<file path="src/rtl/lgc_pkg.sv">
package lgc_pkg;

    typedef enum logic [2:0] {
        FN_OFF  = 3'b000,
        FN_AND  = 3'b001,
        FN_OR   = 3'b010,
        FN_XOR  = 3'b011,
        FN_REG  = 3'b100,
        FN_PASA = 3'b101,
        FN_PASB = 3'b110,
        FN_PASC = 3'b111
    } cell_fn_e;

    typedef struct packed {
        logic     chain;
        logic     inv_y;
        logic     inv_c;
        logic     inv_b;
        logic     inv_a;
        cell_fn_e fn;
    } cell_cfg_t;

    localparam int CFG_W = $bits(cell_cfg_t);

    typedef struct packed {
        logic ff;
    } cell_state_t;

endpackage

</file>
<file path="src/rtl/lgc_cell.sv">
module lgc_cell
    import lgc_pkg::*;
(
    input  logic      clk,
    input  logic      rst_n,
    input  cell_cfg_t cfg,
    input  logic      a_in,
    input  logic      b_in,
    input  logic      c_in,
    output logic      y_out
);

    cell_state_t st_d, st_q;
    logic a_e, b_e, c_e;
    logic fn_res;

    always_comb begin
        a_e  = a_in ^ cfg.inv_a;
        b_e  = b_in ^ cfg.inv_b;
        c_e  = c_in ^ cfg.inv_c;
        st_d = st_q;
        case (cfg.fn)
            FN_OFF:  fn_res = 1'b0;
            FN_AND:  fn_res = a_e & b_e & c_e;
            FN_OR:   fn_res = a_e | b_e | c_e;
            FN_XOR:  fn_res = a_e ^ b_e ^ c_e;
            FN_REG:  fn_res = st_q.ff;
            FN_PASA: fn_res = a_e;
            FN_PASB: fn_res = b_e;
            FN_PASC: fn_res = c_e;
            default: fn_res = 1'b0;
        endcase
        if (cfg.fn == FN_REG) begin
            if (c_e)
                st_d.ff = 1'b0;
            else if (b_e)
                st_d.ff = a_e;
        end
        y_out = fn_res ^ cfg.inv_y;
    end

    always_ff @(posedge clk or negedge rst_n) begin
        if (!rst_n)
            st_q <= '0;
        else
            st_q <= st_d;
    end

    // a clear wins over enable
    a_r9_clear: assert property (@(posedge clk) disable iff (!rst_n)
        (cfg.fn == FN_REG && (c_in ^ cfg.inv_c)) |=> (st_q.ff == 1'b0));

    // enabled capture loads A
    a_r9_load: assert property (@(posedge clk) disable iff (!rst_n)
        (cfg.fn == FN_REG && !(c_in ^ cfg.inv_c) && (b_in ^ cfg.inv_b))
        |=> (st_q.ff == $past(a_in ^ cfg.inv_a)));

    // no enable, no clear -> hold
    a_r9_hold: assert property (@(posedge clk) disable iff (!rst_n)
        (cfg.fn == FN_REG && !(c_in ^ cfg.inv_c) && !(b_in ^ cfg.inv_b))
        |=> $stable(st_q.ff));

    // register frozen outside flip-flop mode
    a_r10_frozen: assert property (@(posedge clk) disable iff (!rst_n)
        (cfg.fn != FN_REG) |=> $stable(st_q.ff));

    // off mode output equals output inversion bit
    a_r2_off: assert property (@(posedge clk) disable iff (!rst_n)
        (cfg.fn == FN_OFF) |-> (y_out == cfg.inv_y));

endmodule

</file>
<file path="src/rtl/lgc_chain.sv">
module lgc_chain
    import lgc_pkg::*;
#(
    parameter int N_CELLS = 2
) (
    input  logic                       clk,
    input  logic                       rst_n,
    input  logic [N_CELLS-1:0]         pin_a,
    input  logic [N_CELLS-1:0]         pin_b,
    input  logic [N_CELLS-1:0]         pin_c,
    input  logic [N_CELLS*CFG_W-1:0]   cell_cfg,
    output logic [N_CELLS-1:0]         cell_y
);

    logic [N_CELLS-1:0] a_src;
    logic [N_CELLS-1:0] y_int;

    assign cell_y = y_int;

    for (genvar i = 0; i < N_CELLS; i++) begin : g_cell
        cell_cfg_t cfg_i;
        assign cfg_i = cell_cfg_t'(cell_cfg[i*CFG_W +: CFG_W]);

        if (i == 0) begin : g_head
            assign a_src[i] = pin_a[i];
        end else begin : g_link
            assign a_src[i] = cfg_i.chain ? y_int[i-1] : pin_a[i];

            // chained A follows previous output
            a_r11_chain: assert property (@(posedge clk) disable iff (!rst_n)
                cfg_i.chain |-> (a_src[i] == cell_y[i-1]));
            // unchained A follows own pin
            a_r12_own: assert property (@(posedge clk) disable iff (!rst_n)
                !cfg_i.chain |-> (a_src[i] == pin_a[i]));
        end

        lgc_cell u_cell (
            .clk   (clk),
            .rst_n (rst_n),
            .cfg   (cfg_i),
            .a_in  (a_src[i]),
            .b_in  (pin_b[i]),
            .c_in  (pin_c[i]),
            .y_out (y_int[i])
        );
    end

endmodule

</file>
<file path="config.mk">
export PLATFORM = sky130hd
export DESIGN_NAME = lgc_chain
export DESIGN_NICKNAME = d
export VERILOG_FILES = /design/src/rtl/lgc_pkg.sv /design/src/rtl/lgc_cell.sv /design/src/rtl/lgc_chain.sv
export SDC_FILE = /design/constraint.sdc
export NUM_CORES = 1
export LEC_CHECK = 0
export BUFFER_PORTS_ARGS = -buffer_cell sky130_fd_sc_hd__buf_4
export CORE_AREA = 3 3 40 42
export DETAILED_ROUTE_END_ITERATION = 10
export DIE_AREA = 0 0 43 45
export GPL_ROUTABILITY_DRIVEN = 0
export HOLD_SLACK_MARGIN = 0.12
export PLACE_DENSITY_LB_ADDON = 0.3
export SYNTH_ARGS = -nofsm -noshare
export SYNTH_HDL_FRONTEND = slang
export SYNTH_HIERARCHICAL = 1
export SYNTH_SLANG_ARGS = --single-unit
export TNS_END_PERCENT = 100
</file>
<file path="constraint.sdc">
create_clock -name clk -period 3.3 [get_ports clk]
set_input_delay 0.165 -clock clk [delete_from_list [all_inputs] [get_ports clk]]
set_output_delay 0.165 -clock clk [all_outputs]
set_load 0.1 [all_outputs]
</file>
==> reports/qor.csv, run 1 <==
metric,value,unit
status,"finished, final reports clean",
DRT Wirelength,1.13,mm
Via density,5.52,
proportion of layout cells with a drive suffix above 1,50.6,%
worst reg2reg path depth,8,
Num CTS Buffers,3,
endpoints failing setup,0,
Clock Tree Buf Depth,2,
Simple-Gate Fraction of Synth Area,30.8,%
core box area,0.00128,mm^2
"Net Count, Synth",77,
Yosys cell types,21,
Final period util,88.0,%
post-synthesis compound-gate area fraction,22.0,%
register area share after synthesis,11.0,%
Post-CTS Setup Repair Bufs,0,
htree depth,1,
Tot GR Track Use,13.2,%
Cell Pwr Density,312,mW/mm^2
yosys synthesis warning count,6,
root buf cell,clkbuf_4,
Worst-path clk slew,30,ps
Clock Skew,0.0683,ps
Util after Layout,57.7,%
main combinational cell family by area after synthesis,simple AND/OR/NAND/NOR gates,
adder and majority cell fraction of the synthesized area,0,%
"commonest cells after routing, fill and taps aside","buf_4 (24), nand2_1 (6), xnor2_1 (5)",
Worst Hold Class,in -> async,
Synth Instances,53,
mean post-synth cell area,8.59,um^2
Die Y-Extent,45,um
Worst Tran Pin Value,438,ps
reg2reg start,g_cell[0].u_cell/st_q$_DFFE_PN0P_,
max reg flops,2,
Slew Limit Headroom,70.6,%
area of the multi-input gates,453,um^2
die area,0.00194,mm^2
Storage cell area,50.0,um^2
Seq cells post-synth,2,
Port Buffers,24,
Boundary Pins,26,
vias in the first global route,540,
PostCTS Resize Cnt,0,
DRC viols,0,
gr ovfl total,0,
nets@finish,107,
Final Hold Vio Count,0,
pin count of the biggest net entering global routing,6,
Routed wire per std cell,11.8,um
Max Slew Vio Count,0,
Max Fclk,345,MHz
Clock Sinks,2,
Mapped Area,455,um^2
initial antenna violation count,0,
xor/xnor cell area share of the yosys netlist,26.4,%
multiplexer share of the synthesized area,8.24,%
Crit Reg-Reg Endpoint,g_cell[1].u_cell/st_q$_DFFE_PN0P_,
CTS tree,built,
Antenna Diode Count,0,
"most common cell after layout, fill and taps aside",buf_4,
crit path launch type,flop,
Rows,13,
Initial DRT Pass Iterations,5,
global-route wire length before repair,1.98,mm
"Req. time, crit path",3130,ps
DIE WIDTH,43,um
"Most flops, register",g_cell.u_cell/st_q,
worst-path maximum fanout,4,
1st-iter DRT viols,4,
Lkg Pwr,0.312,nW
total power,0.232,mW
initial core utilization,35.4,%
via count,530,
post-layout minimum cycle time,2900,ps
final-layout fill cell count,127,
Routed Antenna Nets,0,
biggest regs,g_cell.u_cell/st_q x2,
reg2reg setup slack,1530,ps
IR Drop Worst-Case VDD,0.136,mV
crit path kind,reg -> out,
worst-skew pair later-pin latency,220,ps
crit end category,primary output,
Worst Path Arrival,2740,ps
unrepaired setup endpoints after global routing,false,
max-cap viol count,0,
Area Growth Syn to Fin,62.9,%
==> report_power, final <==
| part | switching, mW | internal [mW] | total (mW) |
|---|---|---|---|
| Combinational | 0.0846 | 0.0615 | 0.146 |
| Sequential | 0.00221 | 0.0288 | 0.0310 |
| Clock | 0.0145 | 0.0402 | 0.0547 |
| Total | 0.101 | 0.130 | 0.232 |
==> worst max-delay path by stage <==
stage                                            from   endpoint  slack (ps)  cells after the start
floorplan                                 cell_cfg[5]  cell_y[1]        -920                     11
global placement                          cell_cfg[5]  cell_y[1]         420                     13
detailed placement                        cell_cfg[5]  cell_y[1]         400                     13
CTS                 g_cell[0].u_cell/st_q$_DFFE_PN0P_  cell_y[1]         370                     11
global route        g_cell[0].u_cell/st_q$_DFFE_PN0P_  cell_y[1]         230                     11
finish              g_cell[0].u_cell/st_q$_DFFE_PN0P_  cell_y[1]         400                     11
==> metrics by stage <==
| step | cell area [um^2] | cells | TNS, ps | setup WS [ps] | hold WS [ps] |
|---|---|---|---|---|---|
| after floorplan | 510 | 53 | -917 | -917 | -131 |
| after global placement | 709 | 92 | 0 | 416 | -51.6 |
| after detailed placement | 709 | 92 | 0 | 395 | -52.1 |
| after CTS | 742 | 96 | 0 | 373 | 257 |
| after global routing | 742 | 96 | 0 | 232 | 264 |
| final | 742 | 96 | 0 | 398 | 267 |
==> worst max-delay path: stages (launching register included) <==
cell	delay, ps
dfrtp_1	370
a22o_2	230
nand2_1	80
mux2_2	160
nand4b_1	120
mux2_4	310
xor2_4	170
a22o_2	260
nand2_1	90
mux2_2	330
nand4b_1	100
buf_4	290
==> repair_timing <==
action	in CTS	in global routing
endpoints found under the setup margin	0	0
hold endpoints to repair	2	0
hold buffers	1	0
==> metal layers <==
metal	track usage, %	wire length [um]	vias to the layer above
met3	1.59	69	0
li1	-	-	261
met4	8.43	0	0
met2	23.7	635	18
met5	0	0	-
met1	14.8	429	251
==> cell families (layout without fill, tap and decap cells) <==
group / count (synthesis) / after routing
AND/OR/NAND/NOR: 22 / 22
AO/OA/AOI/OAI: 12 / 12
XOR/XNOR: 12 / 12
multiplexers: 3 / 3
flip-flops: 2 / 2
buffers and inverters: 2 / 30
==> cell type report <==
type | count | area share [%]
clock buffer | 3 | 3.04
timing repair buffer | 25 | 25.6
sequential | 2 | 6.75
tap | 15 | 2.53
multi-input combinational | 49 | 61.0
inverter | 2 | 1.01
==> cells in the mapped netlist <==
cell | n | area, um^2
xnor2_1 | 6 | 52.6
o22ai_1 | 2 | 12.5
nand4b_1 | 2 | 17.5
o21ai_0 | 2 | 10.0
a21oi_1 | 2 | 10.0
nor4_1 | 2 | 12.5
dfrtp_1 | 2 | 50.1
nand2b_1 | 2 | 12.5
a311oi_2 | 2 | 30.0
nand4_1 | 2 | 12.5
mux2_2 | 2 | 22.5
inv_1 | 2 | 7.51
xor2_1 | 4 | 35.0
nor3b_1 | 4 | 30.0
nand2_1 | 6 | 22.5
mux2_4 | 1 | 15.0
and3_1 | 2 | 12.5
o2111ai_1 | 2 | 17.5
a22o_2 | 2 | 20.0
or4b_1 | 2 | 20.0
xor2_2 | 2 | 32.5
(Power assumes the default switching activity.)
==> run 2: changes to the inputs <==
- SYNTH_HIERARCHICAL: 1 -> default
==> run 2 against run 1 <==
  * Clock skew up 2.3 ps
  * Sequential share of layout area did not move
  * Area after synthesis did not move
  * Final area unchanged
  * Largest power group unchanged
==> reports/qor.csv, run 2 <==
metric,value,unit,change
Finished Layout Cells,104,,+8.3%
crit path launch type,input port,,
Clock Skew,2.42,ps,+2.35 ps
Lkg Pwr,0.361,nW,+16%
global-route wire length before repair,1.93,mm,-2.4%
"Net Count, Synth",85,,+10%
initial core utilization,35.4,%,unchanged
"commonest cells after routing, fill and taps aside","buf_4 (27), inv_1 (6), nand2_1 (5)",,
Worst-path clk slew,30,ps,about the same
nets@finish,117,,+9.3%
final-layout fill cell count,117,,-7.9%
"Req. time, crit path",3130,ps,about the same
max reg flops,2,,unchanged
"top cells by area, synth","dfrtp_1 (11%), xnor2_1 (7.7%), xor2_1 (7.7%)",,
Tot GR Track Use,12.9,%,-0.27 points
Initial DRT Pass Iterations,4,,-1
Post-synth EDFFs,0,,unchanged
Routed wire per std cell,11.5,um,-3.0%
worst-path maximum fanout,3,,-1
Cell Pwr Density,321,mW/mm^2,+2.6%
Clock Tree Buf Depth,2,,unchanged
pin count of the biggest net entering global routing,7,,+1
1st-iter DRT viols,4,,unchanged
biggest regs,g_cell.u_cell.st_q x2,,
htree depth,1,,unchanged
Clock Sinks,2,,unchanged
status,"finished, final reports clean",,
worst-skew pair later-pin latency,230,ps,about the same
Worst Path Arrival,2990,ps,+250 ps
crit end category,primary output,,
post-DP HPWL,949,um,
Rows,13,,unchanged
Area Growth Syn to Fin,62.9,%,unchanged
share of the synthesized area in the top cell type,11.0,%,-0.55 points
proportion of layout cells with a drive suffix above 1,41.6,%,-9.0 points
crit path kind,in -> out,,
IR Drop Worst-Case VDD,0.161,mV,+19%
Slew Limit Headroom,70.8,%,+0.22 points
register area share after synthesis,11.0,%,unchanged
final worst setup slack,145,ps,-253 ps
total power,0.238,mW,+2.6%
Synth Flop Type,dfrtp_1,,
Hold WS,179,ps,-87.6 ps
yosys synthesis warning count,0,,-6
final setup TNS,0,ps,unchanged
Max Fclk,317,MHz,-8.0%
"Async S/R FF share, synth",100,%,unchanged
DIE WIDTH,43,um,unchanged
"Most flops, register",g_cell.u_cell.st_q,,
root buf cell,clkbuf_4,,
Worst Tran Pin Value,435,ps,-3.35 ps
placed cell count,99,,+7.6%
Setup WS pre-CTS,-20.3,ps,-416 ps
Final Hold Vio Count,0,,unchanged
"top cells by count, synth","inv_1 (6), nand2_1 (5), xnor2_1 (4), xor2_1 (4)",,
Mapped Area,455,um^2,unchanged
"area leader, netlist",dfrtp_1,,
gr ovfl total,0,,unchanged
core box area,0.00128,mm^2,unchanged
most common cell in the netlist,inv_1,,
Antenna Diode Count,0,,unchanged
Yosys cell types,32,,+52%
Via density,5.22,,-5.4%
DRT Wirelength,1.19,mm,+5.1%
max-cap viol count,0,,unchanged
Die Y-Extent,45,um,unchanged
endpoints failing setup,0,,unchanged
Boundary Pins,26,,unchanged
"most common cell after layout, fill and taps aside",buf_4,,
initial antenna violation count,0,,unchanged
Port Buffers,24,,unchanged
Worst Hold Class,in -> reg,,
CTS tree,built,,
Seq cells post-synth,2,,unchanged
Synth Instances,59,,+11%
die area,0.00194,mm^2,unchanged
DRC viols,0,,unchanged
vias in the first global route,525,,-2.8%
mean post-synth cell area,7.72,um^2,-10%
via count,543,,+2.5%
Final period util,95.6,%,+7.7 points
Max Slew Vio Count,0,,unchanged
Routed Antenna Nets,0,,unchanged
post-layout minimum cycle time,3160,ps,+253 ps
Num CTS Buffers,3,,unchanged
==> run 2: cell count changes in the layout (fill, tap and decap cells not counted), sizes merged, moves of 3 or more <==
| cell | before | now |
|---|---|---|
| a31oi | 0 | 3 |
| inv | 2 | 6 |
| nor2b | 0 | 3 |
| nor2 | 0 | 3 |
| nor3b | 4 | 1 |
| mux2 | 3 | 0 |
| buf | 24 | 28 |
==> run 2: final cells by class <==
type	instances	area, um^2	share of cell area, %
inverters	6	22.5	3.04
well taps	15	18.8	2.53
multi-input cells	49	404	54.5
clock buffers	3	22.5	3.04
flip-flops and latches	2	50.0	6.75
repair buffers	29	224	30.2
==> run 2: metrics by stage <==
stage               utilization (%)  cell area (um^2)
floorplan                         -               455
global placement               51.5               662
detailed placement             51.5               662
CTS                            54.3               698
global route                   57.7               742
finish                         57.7               742
==> run 2: logic make-up (layout without fill, tap and decap cells) <==
| family | Yosys count | after routing | share of synthesized area (%) |
|---|---|---|---|
| buffers and inverters | 8 | 38 | 8.24 |
| AOI/OAI and AO/OA | 16 | 16 | 27.7 |
| xor gates and xnor gates | 9 | 9 | 20.3 |
| and+or+nand+nor | 21 | 21 | 24.7 |
| DFF | 2 | 2 | 11.0 |
| adders and majority gates | 3 | 3 | 7.97 |
==> run 2: critical path, stage by stage <==
cell and delay (ps):
buf_4 110, xor2_1 160, maj3_2 300, a2111o_1 410, a31o_1 230, a31oi_4 170
xnor2_2 110, ha_1 300, nand2_1 60, o21ai_1 110, a31oi_1 50, nand2_1 80
o311ai_2 120, a41oi_2 190, xnor2_1 150, buf_6 250
==> run 2: final timing paths <==
check	from	endpoint	slack, ps	cells after the start
hold reg to reg	g_cell[0].u_cell.st_q$_DFFE_PN0P_	g_cell[0].u_cell.st_q$_DFFE_PN0P_	510	2
hold / removal	cell_cfg[0]	g_cell[0].u_cell.st_q$_DFFE_PN0P_	180	2
max in group asynchronous	rst_n	g_cell[1].u_cell.st_q$_DFFE_PN0P_	2950	2
setup reg to reg	g_cell[0].u_cell.st_q$_DFFE_PN0P_	g_cell[1].u_cell.st_q$_DFFE_PN0P_	1590	8
min in group asynchronous	rst_n	g_cell[0].u_cell.st_q$_DFFE_PN0P_	260	2
setup / recovery	cell_cfg[4]	cell_y[1]	140	16
==> run 2: where the power goes <==
part           internal, mW  switching, mW
Sequential           0.0287        0.00221
Clock                0.0402         0.0147
Combinational        0.0679         0.0842
==> run 2: timing repair <==
action | 4_1_cts | 5_1_grt
setup endpoints to repair | 1 | 1
setup buffers | 0 | 1
pin swaps | 0 | 6
hold buffers | 1 | 0
endpoints found under the hold margin | 2 | 0
gates resized for setup | 1 | 7
==> run 2: routing by layer <==
metal	routed length, um	GRT usage [%]
met2	679	24.6
met3	47	1.59
met5	0	0
met4	0	8.43
met1	465	13.3
